### config.mk
export PLATFORM = sky130hd
export DESIGN_NAME = sfr_flash_reader
export DESIGN_NICKNAME = d
export VERILOG_FILES = /design/src/rtl/sfr_pkg.sv /design/src/rtl/sfr_addr_map.sv /design/src/rtl/sfr_word_pack.sv /design/src/rtl/sfr_spi_engine.sv /design/src/rtl/sfr_flash_reader.sv
export SDC_FILE = /design/constraint.sdc
export NUM_CORES = 1
export LEC_CHECK = 0
export ABC_AREA = 1
export BUFFER_PORTS_ARGS = -buffer_cell sky130_fd_sc_hd__buf_2
export CORE_MARGIN = 2
export CORE_UTILIZATION = 45
export CTS_CLUSTER_SIZE = 24
export DETAILED_ROUTE_END_ITERATION = 10
export PLACE_DENSITY = 0.65
export SETUP_SLACK_MARGIN = 0.3
export SLEW_MARGIN = 20
export SYNTH_ARGS = -nofsm -noshare
export SYNTH_HDL_FRONTEND = slang
export SYNTH_SLANG_ARGS = --single-unit
### constraint.sdc
create_clock -name clk_i -period 4.4 [get_ports clk_i]
set_input_delay 0.22 -clock clk_i [delete_from_list [all_inputs] [get_ports clk_i]]
set_output_delay 0.22 -clock clk_i [all_outputs]
set_load 0.01 [all_outputs]
### src/rtl/sfr_pkg.sv
package sfr_pkg;

   // bus-side controller states
   typedef enum logic [1:0] {
      ST_IDLE = 2'd0,
      ST_BUSY = 2'd1,
      ST_ACK  = 2'd2
   } sfr_state_e;

   // standard single-bit read opcode for serial NOR flash
   localparam logic [7:0] SFR_READ_OP = 8'h03;

endpackage

### src/rtl/sfr_addr_map.sv
// Maps a word-granular bus address onto a flash byte address.
module sfr_addr_map #(
   parameter int          ADR_W      = 22,
   parameter int          FA_BITS    = 24,
   parameter int          WORD_BYTES = 4,
   parameter logic [31:0] OFFSET     = 32'h0020_0000
) (
   input  logic [ADR_W-1:0]   adr_i,
   output logic [FA_BITS-1:0] faddr_o
);

   localparam int SH    = (WORD_BYTES > 1) ? $clog2(WORD_BYTES) : 0;
   localparam int SUM_W = ((ADR_W + SH + 1) > 33) ? (ADR_W + SH + 1) : 33;
   localparam bit POW2  = ((1 << SH) == WORD_BYTES);

   logic [SUM_W-1:0] scaled;
   logic [SUM_W-1:0] total;

   generate
      if (POW2) begin : g_shift
         assign scaled = SUM_W'(adr_i) << SH;
      end else begin : g_mult
         assign scaled = SUM_W'(adr_i) * SUM_W'(WORD_BYTES);
      end
   endgenerate

   assign total   = scaled + SUM_W'(OFFSET);
   assign faddr_o = total[FA_BITS-1:0];

   always_comb begin
      assert (WORD_BYTES >= 1)
         else $error("sfr_addr_map: WORD_BYTES must be positive");
   end

endmodule

### src/rtl/sfr_word_pack.sv
// Reorders received bytes into the bus word.
module sfr_word_pack #(
   parameter int WORD_BYTES = 4,
   parameter bit LSB_FIRST  = 1'b1
) (
   input  logic [8*WORD_BYTES-1:0] rx_i,
   output logic [8*WORD_BYTES-1:0] word_o
);

   generate
      for (genvar k = 0; k < WORD_BYTES; k++) begin : g_byte
         // k-th received byte sits at the top of the shift register when k = 0
         if (LSB_FIRST) begin : g_le
            assign word_o[8*k +: 8] = rx_i[8*(WORD_BYTES-1-k) +: 8];
         end else begin : g_be
            assign word_o[8*k +: 8] = rx_i[8*k +: 8];
         end
      end
   endgenerate

endmodule

### src/rtl/sfr_spi_engine.sv
// Mode 0 serial engine: shifts a frame out, then shifts a word in.
module sfr_spi_engine #(
   parameter int TX_BITS = 32,
   parameter int RX_BITS = 32
) (
   input  logic               clk_i,
   input  logic               rst_ni,
   input  logic               start_i,
   input  logic [TX_BITS-1:0] frame_i,
   input  logic               miso_i,
   output logic               sel_o,
   output logic               sck_o,
   output logic               mosi_o,
   output logic               done_o,
   output logic [RX_BITS-1:0] rx_o
);

   localparam int TOTAL = TX_BITS + RX_BITS;
   localparam int CW    = $clog2(TOTAL + 1);

   logic               sel_q;
   logic               sck_q;
   logic               done_q;
   logic [TX_BITS-1:0] tx_q;
   logic [RX_BITS-1:0] rx_q;
   logic [CW-1:0]      cnt_q;

   generate
      if (TX_BITS < 2 || RX_BITS < 2) begin : g_bad_len
         $error("sfr_spi_engine: frame lengths must be at least 2 bits");
      end
   endgenerate

   always_ff @(posedge clk_i or negedge rst_ni) begin
      if (!rst_ni) begin
         sel_q  <= 1'b0;
         sck_q  <= 1'b0;
         done_q <= 1'b0;
         tx_q   <= '0;
         rx_q   <= '0;
         cnt_q  <= '0;
      end else begin
         done_q <= 1'b0;
         if (!sel_q) begin
            sck_q <= 1'b0;
            if (start_i) begin
               sel_q <= 1'b1;
               tx_q  <= frame_i;
               cnt_q <= CW'(TOTAL);
            end
         end else if (!sck_q) begin
            // rising edge of the serial clock
            sck_q <= 1'b1;
         end else begin
            // falling edge: input bit has been stable since the last fall
            sck_q <= 1'b0;
            tx_q  <= {tx_q[TX_BITS-2:0], 1'b0};
            if (cnt_q <= CW'(RX_BITS)) begin
               rx_q <= {rx_q[RX_BITS-2:0], miso_i};
            end
            cnt_q <= cnt_q - CW'(1);
            if (cnt_q == CW'(1)) begin
               sel_q  <= 1'b0;
               done_q <= 1'b1;
            end
         end
      end
   end

   assign sel_o  = sel_q;
   assign sck_o  = sck_q;
   assign mosi_o = tx_q[TX_BITS-1];
   assign done_o = done_q;
   assign rx_o   = rx_q;

   assert_sck_idle_R5: assert property (@(posedge clk_i) disable iff (!rst_ni)
      !sel_q |-> !sck_q);

   assert_sck_toggle_R5: assert property (@(posedge clk_i) disable iff (!rst_ni)
      (sel_q && sck_q) |=> !sck_q);

   assert_cs_gap_R9: assert property (@(posedge clk_i) disable iff (!rst_ni)
      $fell(sel_q) |=> !sel_q);

   assert_done_pulse_R4: assert property (@(posedge clk_i) disable iff (!rst_ni)
      done_q |-> !sel_q);

endmodule

### src/rtl/sfr_flash_reader.sv
// Wishbone read-only window onto a serial NOR flash.
module sfr_flash_reader
   import sfr_pkg::*;
#(
   parameter int          ADR_W      = 22,
   parameter int          ADDR_BYTES = 3,
   parameter int          WORD_BYTES = 4,
   parameter logic [31:0] OFFSET     = 32'h0020_0000,
   parameter bit          LSB_FIRST  = 1'b1,
   parameter logic [7:0]  READ_OP    = SFR_READ_OP
) (
   input  logic                    clk_i,
   input  logic                    rst_ni,
   input  logic                    wb_cyc_i,
   input  logic                    wb_stb_i,
   input  logic                    wb_we_i,
   input  logic [ADR_W-1:0]        wb_adr_i,
   output logic                    wb_ack_o,
   output logic [8*WORD_BYTES-1:0] wb_dat_o,
   output logic                    spi_cs_no,
   output logic                    spi_sck_o,
   output logic                    spi_mosi_o,
   input  logic                    spi_miso_i
);

   localparam int FA_BITS = 8 * ADDR_BYTES;
   localparam int TX_BITS = 8 + FA_BITS;
   localparam int DW      = 8 * WORD_BYTES;

   generate
      if (ADDR_BYTES != 3 && ADDR_BYTES != 4) begin : g_bad_addr
         $error("sfr_flash_reader: ADDR_BYTES must be 3 or 4");
      end
      if (WORD_BYTES < 1 || WORD_BYTES > 8) begin : g_bad_word
         $error("sfr_flash_reader: WORD_BYTES out of range");
      end
      if (ADR_W < 1) begin : g_bad_adr
         $error("sfr_flash_reader: ADR_W must be positive");
      end
   endgenerate

   sfr_state_e         state_q;
   logic               ack_q;
   logic [DW-1:0]      dat_q;
   logic               req;
   logic               start;
   logic [FA_BITS-1:0] faddr;
   logic [TX_BITS-1:0] frame;
   logic               eng_sel;
   logic               eng_done;
   logic [DW-1:0]      eng_rx;
   logic [DW-1:0]      packed_word;

   assign req   = wb_cyc_i && wb_stb_i;
   assign start = (state_q == ST_IDLE) && req && !wb_we_i;
   assign frame = {READ_OP, faddr};

   sfr_addr_map #(
      .ADR_W      (ADR_W),
      .FA_BITS    (FA_BITS),
      .WORD_BYTES (WORD_BYTES),
      .OFFSET     (OFFSET)
   ) i_addr_map (
      .adr_i   (wb_adr_i),
      .faddr_o (faddr)
   );

   sfr_spi_engine #(
      .TX_BITS (TX_BITS),
      .RX_BITS (DW)
   ) i_engine (
      .clk_i   (clk_i),
      .rst_ni  (rst_ni),
      .start_i (start),
      .frame_i (frame),
      .miso_i  (spi_miso_i),
      .sel_o   (eng_sel),
      .sck_o   (spi_sck_o),
      .mosi_o  (spi_mosi_o),
      .done_o  (eng_done),
      .rx_o    (eng_rx)
   );

   sfr_word_pack #(
      .WORD_BYTES (WORD_BYTES),
      .LSB_FIRST  (LSB_FIRST)
   ) i_pack (
      .rx_i   (eng_rx),
      .word_o (packed_word)
   );

   always_ff @(posedge clk_i or negedge rst_ni) begin
      if (!rst_ni) begin
         state_q <= ST_IDLE;
         ack_q   <= 1'b0;
         dat_q   <= '0;
      end else begin
         unique case (state_q)
            ST_IDLE: begin
               if (req) begin
                  if (wb_we_i) begin
                     ack_q   <= 1'b1;
                     state_q <= ST_ACK;
                  end else begin
                     state_q <= ST_BUSY;
                  end
               end
            end
            ST_BUSY: begin
               if (eng_done) begin
                  dat_q   <= packed_word;
                  ack_q   <= 1'b1;
                  state_q <= ST_ACK;
               end
            end
            ST_ACK: begin
               if (!wb_stb_i) begin
                  ack_q   <= 1'b0;
                  state_q <= ST_IDLE;
               end
            end
            default: state_q <= ST_IDLE;
         endcase
      end
   end

   // active-high select inside, active-low at the pin
   assign spi_cs_no = !eng_sel;
   assign wb_ack_o  = ack_q;
   assign wb_dat_o  = dat_q;

   assert_start_gate_R2: assert property (@(posedge clk_i) disable iff (!rst_ni)
      $rose(eng_sel) |-> $past(wb_cyc_i && wb_stb_i && !wb_we_i));

   assert_ack_hold_R6: assert property (@(posedge clk_i) disable iff (!rst_ni)
      (ack_q && wb_stb_i) |=> ack_q);

   assert_ack_drop_R6: assert property (@(posedge clk_i) disable iff (!rst_ni)
      (ack_q && !wb_stb_i) |=> !ack_q);

   assert_data_hold_R7: assert property (@(posedge clk_i) disable iff (!rst_ni)
      !eng_done |=> $stable(dat_q));

   assert_write_no_flash_R8: assert property (@(posedge clk_i) disable iff (!rst_ni)
      (state_q == ST_IDLE && req && wb_we_i) |=> (!eng_sel && ack_q));

   assert_no_sel_in_ack_R9: assert property (@(posedge clk_i) disable iff (!rst_ni)
      (state_q == ST_ACK) |-> !eng_sel);

endmodule

Word level (Yosys, flattened, before mapping)
Cells that the tools add are included.
{ "word_totals": {"inputBits": 28, "memories": 0, "latch_bits": 0, "romBits": 0, "mem_bits_rw": 0, "elab_cells": 58, "reg_bits": 109, "out_inout_bits": 36} }
{ "op_classes": {"add_sub_neg": 2, "eq_ne": 8, "muxes": 25, "div_mod_pow": 0, "n_lt_le_gt_ge": 1, "bitwise_logic": 0, "shift": 0, "n_reduce_logical": 13, "n_mul": 0} }
{ "op_table": {"columns": ["cell", "n"], "rows": [
  ["$mux W32", 3],
  ["$add A24 B22 Y24 const B", 1],
  ["$mux W7", 3],
  ["$mux W1", 13],
  ["$mux W2", 4],
  ["$ne A2 B2 Y1 const B", 4],
  ["$eq A7 B1 Y1 const B", 1],
  ["$le A7 B6 Y1 const B", 1],
  ["$sub A7 B1 Y7 const B", 1],
  ["$pmux W2 S3", 1],
  ["$reduce_and A3 Y1", 2],
  ["$reduce_and A5 Y1", 1],
  ["$reduce_and A2 Y1", 2],
  ["$logic_and A1 B1 Y1", 3],
  ["$pmux W1 S3", 1],
  ["$reduce_bool A3 Y1", 1],
  ["$eq A2 B1 Y1 const B", 1],
  ["$eq A2 B2 Y1 const B", 1],
  ["$logic_not A1 Y1", 2],
  ["$logic_not A2 Y1", 1],
  ["$ne A2 B1 Y1 const B", 1],
  ["$reduce_bool A2 Y1", 1]
]} }

Longest topological paths before layout
{ "depth": {"depth_word": 5, "mapped_depth": 8, "ltp_nobuf": 8} }

By module
A second synthesis with hierarchy kept.
{ "hier_totals": {"hier_cells": 593, "hier_area_um2": 5272.6} }
{ "by_module_without_submodules": {"columns": ["mod", "area_each_um2", "cells_each", "seq_area_each_um2", "instances"], "rows": [
  ["sfr_spi_engine", 3259.4, 371, 1851.8, 1],
  ["sfr_flash_reader", 1576.5, 161, 875.8, 1],
  ["sfr_word_pack", 240.2, 32, 0.0, 1],
  ["sfr_addr_map", 196.4, 29, 0.0, 1]
]} }

Worst setup path after synthesis
No wires, ideal clock.
{ "synth_path": {"path_kind": "register to register", "startpoint": "register i_engine.cnt_q[0]", "endpoint": "register i_engine.rx_q[12], in the netlist i_engine.rx_o[12]", "path_buffers": 1, "arrival_time_ps": 1320, "setup_time_ps": 117, "path_stages_with_launch": 9, "path_slack_ps": 2963, "path_cell_list": "dfrtp_1 -> inv_1 -> ha_1 -> nand2_2 -> o21ai_4 -> nand2_4 -> buf_6 -> nand2_1 -> o21ai_2"} }
{ "synth_via": {"elab_chain_cells": 2} }
{ "synth_rtl": {"columns": ["element", "line", "rtl"], "rows": [
  ["start, declared", "sfr_spi_engine.sv:26", "logic [CW-1:0] cnt_q;"],
  ["start signal, assigned", "sfr_spi_engine.sv:49", "cnt_q <= CW'(TOTAL);"],
  ["start signal, assigned", "sfr_spi_engine.sv:61", "cnt_q <= cnt_q - CW'(1);"],
  ["$le A7 B6 Y1", "sfr_spi_engine.sv:58", "if (cnt_q <= CW'(RX_BITS)) begin"],
  ["$reduce_and A3 Y1 (no line)", null, null],
  ["end signal, assigned", "sfr_spi_engine.sv:59", "rx_q <= {rx_q[RX_BITS-2:0], miso_i};"],
  ["end, declared", "sfr_spi_engine.sv:25", "logic [RX_BITS-1:0] rx_q;"]
]} }
No other way between the ends.
A chain may end at the register's enable or synchronous reset.

Worst setup path in the final report
{ "layout_path": {"startpoint": "register state_q[1]", "endpoint": "register i_engine.tx_q[31]"} }
{ "layout_via": {"elab_chain_cells": 5} }
{ "layout_rtl": {"columns": ["element", "line", "rtl"], "rows": [
  ["start, declared", "sfr_flash_reader.sv:42", "sfr_state_e state_q;"],
  ["start signal, assigned", "sfr_flash_reader.sv:94", "state_q <= ST_IDLE;"],
  ["start signal, assigned", "sfr_flash_reader.sv:103", "state_q <= ST_ACK;"],
  ["start signal, assigned", "sfr_flash_reader.sv:105", "state_q <= ST_BUSY;"],
  ["$logic_not A2 Y1", "sfr_flash_reader.sv:55", "assign start = (state_q == ST_IDLE) && req && !wb_we_i;"],
  ["$logic_and A1 B1 Y1 (2 in a row)", "sfr_flash_reader.sv:55", null],
  ["$reduce_bool A2 Y1 (no line)", null, null],
  ["$reduce_and A2 Y1 (no line)", null, null],
  ["end signal, assigned", "sfr_spi_engine.sv:48", "tx_q <= frame_i;"],
  ["end signal, assigned", "sfr_spi_engine.sv:57", "tx_q <= {tx_q[TX_BITS-2:0], 1'b0};"],
  ["end, declared", "sfr_spi_engine.sv:24", "logic [TX_BITS-1:0] tx_q;"]
]} }
No other way between the ends.

==> flow_summary.yaml <==
detailed_routing:
  totalWireLength_um: 7990
  drt_first_pass_iters: 4
  wl_per_cell_um: 11.7
  num_vias: 3280
  drcViolationCount: 0
  drtIter0Drc: 133
  drtAntennaViolNets: 0
  via_per_inst: 4.80
yosys:
  syn_nets: 524
  netlist_instances: 493
  synth_seq_cells: 107
  synth.lib_cells_used.distinct: 31
  syn_area_um2: 4590
  seq_area_frac_synth_pct: 58.3
  yosysWarnings: 0
  syn_avg_cell_area_um2: 9.32
cts:
  ctsResizeCount: 0
  cts_tree: "done"
  post-cts-setup-buffers: 0
  cts_sinks: 107
  h-tree-depth: 3
  cts_max_path_buffers: 2
  clock-root-buffer: "clkbuf_8"
  clkTransAtPathRegs_ps: 110
  cts_hold_buf: 0
  clock_latency_ps: 370
  cts_buffers: 9
die:
  core_um2: 9860
  fp.dieH_um: 105
  io_pins: 64
  die_x_um: 105
  row_count: 36
  start_util_pct: 46.6
  dieArea_um2: 11000
layout:
  final_cell_mix: "nand2_1 (132), dfrtp_1 (107), inv_1 (67)"
  multi_input_comb_area_um2: 1510
  nets: 577
  synthToLayoutAreaGrowth_pct: 11.7
  final_common_cell: "nand2_1"
  fill_cells: 953
  drive_above_1_share_pct: 23.2
  seq_area_um2: 2680
  antenna_cells: 0
setup_path:
  crit_required_ps: 4650
  cp_slowest_cell: "nand2_2"
  r2r_slack_ps: 2420
  slowest_delay_ps: 650
  cp-end-kind: "flop"
  startpoint_type: "flop"
  criticalPathCategory: "reg -> reg"
  path_buf_inv: 2
  cp_top_family: "simple AND/OR/NAND/NOR gates"
  crit_fanout: 53
  cp_cell_sequence: "inv_2 > nand2_1 > nor2_2 > nand2_2 > nand2_2 > inv_1 > nand2_1 > o21ai_0"
  arrival_ps: 2230
timing:
  final-setup-viol-count: 0
  skew_ps: 12.3
  rsz0062_at_grt: "no"
  fin_crit_ps: 1980
  fmax_mhz: 505
  slew-limit-headroom_pct: 38.2
  tightest_slew_ps: 926
  period_share_pct: 45.0
  final_max_slew_viol_count: 0
  fin_hold_ws_ps: -29.3
  hold_viol: 33
  fin_tns_setup_ps: 0
run_status:
  violations: "negative hold slack"
  status: "finished with violations"
placed_design:
  hpwl_um: 5330
  numPortBuffers: 63
  place_congestion: 0.785
pwr:
  p_per_area_nw_per_um2: 316
  finalPower_uw: 1620
  clockPowerShare_pct: 34.9
  p_leak_uw: 0.00245
  power.share.combinational_pct: 3.7
  power_switching_share_pct: 24.3
  ir_drop_mv: 0.158
  p_int_uw: 1230
  p_switching_uw: 394
  power_frac_seq_pct: 61.4
min_path:
  hp-class: "in -> async"
global_routing:
  grt_pass1_wl_um: 14400
  grt_pass1_vias: 3265
  grt_usage_pct: 15.9
  grt_remaining_overflow: 0
  antenna_found_initial: 0
  grt_max_degree: 76
flow_run:
  maxCapViolations: 0
## power by group through the flow
stage	Combinational (uW)	Clock (uW)	Sequential [uW]
finish	59.2	566	995
global route	70.2	628	997
CTS	62.1	594	995
detailed placement	62.0	0	1010
global placement	60.8	0	1010
floorplan	28.7	0	1010
## per-layer routing
metal | vias to the layer above | track usage, % | wire (um)
met2 | 60 | 27.4 | 3760
li1 | 1661 | - | -
met1 | 1553 | 19.7 | 3810
met4 | 0 | 3.14 | 61
met5 | - | 0 | 0
met3 | 6 | 4.93 | 358
## sequential cells by signal (all words and copies together) (netlist names)
name / flops
i_engine.cnt_q: 7
i_engine.done_o: 1
i_engine.rx_o: 32
i_engine.sck_o: 1
i_engine.sel_o: 1
i_engine.tx_q: 30
state_q: 2
wb_ack_o: 1
wb_dat_o: 32
## stage by stage
stage,instances,setup WS (ps),instance area [um^2],hold WS (ps),utilization (%)
3_3_place_gp,668,2430,4940,421,50.1
4_1_cts,684,2400,5130,8.37,52.0
3_5_place_dp,668,2420,4940,427,50.1
2_1_floorplan,493,2960,4590,-75.6,-
5_1_grt,684,2200,5130,54.9,52.0
6_report,684,2420,5130,-29.3,52.0
## area by class of cell
type,count,share of cell area [%]
tap,133,3.24
sequential,107,52.2
multi-input combinational,293,29.4
clock buffer,10,2.49
inverter,71,5.29
timing repair buffer,64,6.34
clock inverter,6,1.12
## logic make-up (layout without fill, tap and decap cells)
family | Yosys count | in the layout | synth area share [%]
xor gates and xnor gates | 1 | 1 | 0.191
muxes | 1 | 1 | 0.245
AOI/OAI and AO/OA | 120 | 120 | 16.1
adders and majority gates | 3 | 3 | 0.817
and+or+nand+nor | 168 | 168 | 15.2
DFF | 107 | 107 | 58.3
buffers and inverters | 93 | 151 | 9.18
## path summary, 6_finish.rpt
kind | startpoint | end | depth (start not counted)
max reg2reg | state_q[1]$_DFFE_PN0P_ | i_engine.tx_q[31]$_DFFE_PN0P_ | 8
max in group asynchronous | rst_ni | i_engine.rx_o[4]$_DFFE_PN0P_ | 2
min | rst_ni | wb_dat_o[6]$_DFFE_PN0P_ | 1
min in group clk_i | wb_adr_i[0] | i_engine.tx_q[2]$_DFFE_PN0P_ | 3
min reg2reg | wb_ack_o$_DFFE_PN0P_ | wb_ack_o$_DFFE_PN0P_ | 2
max | state_q[1]$_DFFE_PN0P_ | i_engine.tx_q[31]$_DFFE_PN0P_ | 8
## worst register-to-register path: stages (launching register included)
cell and delay (ps):
dfrtp_1 410, inv_2 110, nand2_1 80, nor2_2 110, nand2_2 90, nand2_2 650
inv_1 210, nand2_1 100, o21ai_0 90
## Yosys cell counts
master | count | area (um^2)
a21oi_1 | 2 | 10.0
ha_1 | 3 | 37.5
dfrtp_1 | 107 | 2680
nand2_4 | 2 | 22.5
o21ai_1 | 29 | 145
or2_2 | 1 | 6.26
nor2_4 | 1 | 11.3
buf_2 | 9 | 45.0
mux2_2 | 1 | 11.3
nand2_1 | 132 | 495
buf_4 | 1 | 7.51
inv_1 | 67 | 251
o21ai_0 | 48 | 240
clkbuf_1 | 5 | 18.8
a31oi_1 | 2 | 12.5
nand3b_1 | 1 | 7.51
nor2_2 | 3 | 18.8
o21a_1 | 1 | 7.51
xor2_1 | 1 | 8.76
buf_6 | 7 | 78.8
o21ai_2 | 31 | 272
and3_1 | 1 | 6.26
nor3_1 | 2 | 10.0
o22ai_1 | 6 | 37.5
o21ai_4 | 1 | 16.3
nand2_2 | 4 | 25.0
nand3_1 | 8 | 40.0
nand4_1 | 2 | 12.5
clkinv_4 | 1 | 8.76
inv_2 | 3 | 11.3
nor2_1 | 11 | 41.3
No activity file was read; power rests on OpenSTA's default activity.
